--- src/rtl/pio_edge_port.sv ---
module pio_edge_port #(
  parameter int PINS = 32,
  parameter int TRIG = 1
) (
  input  logic            clk,
  input  logic            rst_n,
  input  logic [1:0]      addr,
  input  logic            rd,
  input  logic            wr,
  input  logic [31:0]     wdata,
  output logic [31:0]     rdata,
  input  logic [PINS-1:0] pin_in,
  output logic [PINS-1:0] pin_out,
  output logic [PINS-1:0] pin_oe,
  output logic            irq
);
  localparam logic [1:0] A_DATA = 2'd0;
  localparam logic [1:0] A_DIR  = 2'd1;
  localparam logic [1:0] A_MASK = 2'd2;
  localparam logic [1:0] A_CAP  = 2'd3;

  logic [PINS-1:0] sync1, sync2, prev;
  logic [PINS-1:0] out_q, dir_q, mask_q, cap_q;
  logic [PINS-1:0] hit, clr;

  generate
    if (TRIG == 1) begin : g_rise
      assign hit = sync2 & ~prev;
    end else if (TRIG == 2) begin : g_fall
      assign hit = ~sync2 & prev;
    end else if (TRIG == 3) begin : g_both
      assign hit = sync2 ^ prev;
    end else begin : g_level
      assign hit = '0;
    end
  endgenerate

  assign clr = (wr && addr == A_CAP) ? wdata[PINS-1:0] : '0;

  always_ff @(posedge clk or negedge rst_n) begin
    if (!rst_n) begin
      sync1  <= '0;
      sync2  <= '0;
      prev   <= '0;
      out_q  <= '0;
      dir_q  <= '0;
      mask_q <= '0;
      cap_q  <= '0;
    end else begin
      sync1 <= pin_in;
      sync2 <= sync1;
      prev  <= sync2;
      if (wr && addr == A_DATA) out_q  <= wdata[PINS-1:0];
      if (wr && addr == A_DIR)  dir_q  <= wdata[PINS-1:0];
      if (wr && addr == A_MASK) mask_q <= wdata[PINS-1:0];
      cap_q <= (cap_q & ~clr) | hit;
    end
  end

  always_comb begin
    rdata = '0;
    if (rd) begin
      case (addr)
        A_DATA:  rdata = 32'(sync2);
        A_DIR:   rdata = 32'(dir_q);
        A_MASK:  rdata = 32'(mask_q);
        default: rdata = 32'(cap_q);
      endcase
    end
  end

  assign pin_out = out_q;
  assign pin_oe  = dir_q;

  generate
    if (TRIG == 0) begin : g_irq_level
      assign irq = |(sync2 & mask_q);
    end else begin : g_irq_edge
      assign irq = |(cap_q & mask_q);
    end
  endgenerate
endmodule


--- config.mk ---
export PLATFORM = sky130hd
export DESIGN_NAME = pio_edge_port
export DESIGN_NICKNAME = d
export VERILOG_FILES = /design/src/rtl/pio_edge_port.sv
export SDC_FILE = /design/constraint.sdc
export NUM_CORES = 1
export LEC_CHECK = 0
export CORE_UTILIZATION = 40
export CTS_CLUSTER_SIZE = 28
export DETAILED_ROUTE_END_ITERATION = 12
export PLACE_DENSITY_LB_ADDON = 0.12
export SLEW_MARGIN = 10
export SYNTH_ARGS = -nofsm -noshare
export SYNTH_HDL_FRONTEND = slang
export SYNTH_SLANG_ARGS = --single-unit
--- constraint.sdc ---
create_clock -name clk -period 4.9 [get_ports clk]
set_clock_uncertainty 0.05 [all_clocks]
set_input_delay 1.47 -clock clk [delete_from_list [all_inputs] [get_ports clk]]
set_output_delay 1.47 -clock clk [all_outputs]
set_load 0.02 [all_outputs]
==> summary.txt, run 1 <==
CTS
  – H-tree Lvls: 1
  – Post-cts hold buffer count: 0
  – CTS tree: built
  – Clk buf depth: 3
  – Total CTS buffers: 24
  – Post-cts sizing count: 0
  – Root buf cell: clkbuf_16
  – Clk_lat worst skew: 500 ps
  – Number of clock sinks: 224
  – Clock-pin slew on the worst setup and hold paths: roughly 60 ps
  – Setup Buffers After CTS: 0

Floorplanning
  – Die extent in y: 149 µm
  – Boundary Pins: around 170
  – Floorplan row count: 53
  – Die Width: ~150 µm
  – Core Box Area: 0.0211 mm²
  – Initial core utilization: 41.0%
  – Die area: 0.0222 mm²

Worst setup path
  – Sequence of cells on the critical path: buf_2 > buf_12 > mux4_2 > and2_1 > clkdlybuf4s50_1
  – Kind of start point of the critical path: primary input
  – Critical path's slowest cell: mux4_2
  – Reg2reg start: mask_q[2]
  – CP peak stage delay: roughly 530 ps
  – Critical path arrival: ~3100 ps
  – CP required: between 3000 and 4000 ps
  – Max FO, Critical Path: 21
  – Buffers plus inverters on the worst setup path: 3
  – Worst setup EP type: primary output
  – CP startpoint: addr[0]
  – Top delay family on crit path: buffers and inverters
  – CP Class: in2out

Cells and area
  – Ant diodes: 0
  – Fillcell total: roughly 1700
  – Area grow syn2layout: 31.2%
  – # nets final: ~780
  – Layout cells sized above 1: between 20% and 30%

GRT
  – Number of global-route vias before repair: about 5400
  – Largest net degree at the start of global routing: around 110
  – First-pass GRT wire length: 31600 µm
  – M1 GR Usage: 26.3%
  – Grt met2 use: 30.7%
  – Met3 GRT Util: 3.30%
  – Grt ovf: 0
  – Gr usage total: a little under a fifth
  – Initial antenna violation count: 0
  – Gr busiest metal: met2

Yosys
  – Area leader, netlist: dfrtp_1
  – Ys async rst share: 100%
  – Top cells by count, synth: dfrtp_1, mux2_2
  – Syn_nets: ~600
  – Seq/Total Area, Yosys: between 60% and 70%
  – Top area cells in the synthesized netlist: dfrtp_1, mux2_2, mux4_2
  – Number of synthesized flops with an enable pin: 0
  – Synth Area per Inst: 16.3 µm²
  – Share of the synthesized area in the top cell type: approximately two thirds
  – FF+latch count, synth: 224
  – Ys Warns: 0
  – Synth Instances: 529
  – Most frequent cell after synthesis: dfrtp_1
  – Most used DFF post-synth: dfrtp_1
  – Yosys cell types: 20
  – Synthesized area: 0.00864 mm²

STA
  – Fin. Hold Viols: 0
  – Setup-failing EPs final: 0
  – Final worst-path cycle share: 94.6%
  – Slew @ Worst Pin: 881 ps
  – RSZ-0062 raised after global routing: no
  – Final min period: 4630 ps
  – Max Freq: 216 MHz
  – Fin. max-slew vios: 0
  – TNS Setup: 0 ps
  – Slew margin rel.: 41.3%

Routing
  – Via count: 5074
  – Initial drt markers: approximately 140
  – Routed vias/inst: 5.08
  – Pre-antenna DRT Iters: 4
  – Average wire per standard cell: 20.1 µm
  – DRT antenna net count: 0
  – DRC: 0
  – WL final: 20100 µm

Pwr
  – PwrDens: 429 mW/mm²
  – Leakage: 4.95 nW
  – Pwr Total: 0.00487 W
  – Worst vdd ir: 0.247 mV
  – Gate power share: 19.4%
  – Sw frac: 25.7%
  – Clk network pwr share: 34.8%
  – Internal cell power: 0.00362 W
  – Psw: 0.00125 W
  – Register share of total power: 45.8%

Status
  – Status: finished clean

Placement
  – Dpl hpwl: 13100 µm
  – Gpl congestion: about 0.76
  – IO Port Bufs: roughly 170

Flow run
  – Max-cap violations: 0

Worst hold path
  – Hold Crit Start: sync1[3]
  – Min-delay worst type: reg2reg
==> layout make-up <==
class	instances	area, µm²	share of cell area [%]
timing repair buffer	177	1790	15.8
clock inverter	3	15.0	0.132
sequential	224	5610	49.4
clock buffer	39	728	6.42
multi-input combinational	249	2730	24.1
inverter	32	120	1.06
tap	275	344	3.04
==> stage by stage <==
stage	utilization (%)	setup slack (ps)	cell area, µm²	std cells	hold slack (ps)
after floorplan	-	883	8640	529	281
after global placement	50.2	249	10600	957	281
after detailed placement	50.2	237	10600	957	285
after CTS	53.8	234	11300	999	291
after global routing	53.8	183	11300	999	296
final	53.8	267	11300	999	290
==> logic make-up (layout without fill, tap and decap cells) <==
logic type             Yosys count  count (layout)  synth area share, %
AOI/OAI and AO/OA               48              48                 4.63
and+or+nand+nor                 73              73                 4.84
buffers and inverters           56             251                 3.53
muxes                          128             128                 22.1
DFF                            224             224                 64.9
==> cells in the final DEF, fill, tap and decap left out, types with 2 or more instances in the layout <==
master,count
a22o_1,32
a22oi_1,16
and2_1,32
buf_12,4
buf_2,2
buf_4,7
clkbuf_1,9
clkbuf_16,25
clkbuf_8,5
clkdlybuf4s50_1,163
clkinv_2,3
dfrtp_1,224
inv_1,32
mux2_1,2
mux2_2,64
mux2_4,30
mux4_2,32
nand2_1,32
nand3b_4,2
nand4_1,4
==> flip-flops by register name, indices dropped and copies added (netlist names) <==
name / flops
cap_q: 32
mask_q: 32
pin_oe: 32
pin_out: 32
prev: 32
sync1: 32
sync2: 32
==> metal layers <==
layer	routed length (µm)	vias up
li1	-	2247
met1	9010	2673
met2	9960	133
met3	926	21
met4	205	0
met5	0	-
==> power groups by stage <==
stage | Combinational [W] | Sequential, W | Clock [W]
5_1_grt | 0.00101 | 0.00225 | 0.00182
3_5_place_dp | 0.000961 | 0.00226 | 0
6_report | 0.000947 | 0.00223 | 0.00169
3_3_place_gp | 0.000951 | 0.00225 | 0
4_1_cts | 0.000965 | 0.00223 | 0.00174
2_1_floorplan | 0.000392 | 0.00233 | 0
==> worst paths after layout <==
kind / slack [ps] / depth (start not counted) / to
setup reg to reg: 4010 / 1 / mask_q[2]
min in group asynchronous: 970 / 1 / pin_out[27]
max in group asynchronous: 2740 / 2 / prev[5]
hold reg to reg: 290 / 0 / sync2[3]
hold / removal: 290 / 0 / sync2[3]
setup / recovery: 270 / 5 / rdata[11]
(Power assumes the default switching activity.)
==> run 2: changes to the inputs <==
--- a/config.mk
+++ b/config.mk
@@ -5,6 +5,7 @@
 export SDC_FILE = /design/constraint.sdc
 export NUM_CORES = 1
 export LEC_CHECK = 0
+export CAP_MARGIN = 20
 export CORE_UTILIZATION = 40
 export CTS_CLUSTER_SIZE = 28
 export DETAILED_ROUTE_END_ITERATION = 12
==> results of run 2 <==
No change in the layout: final DEF, timing and power equal those of run 1.
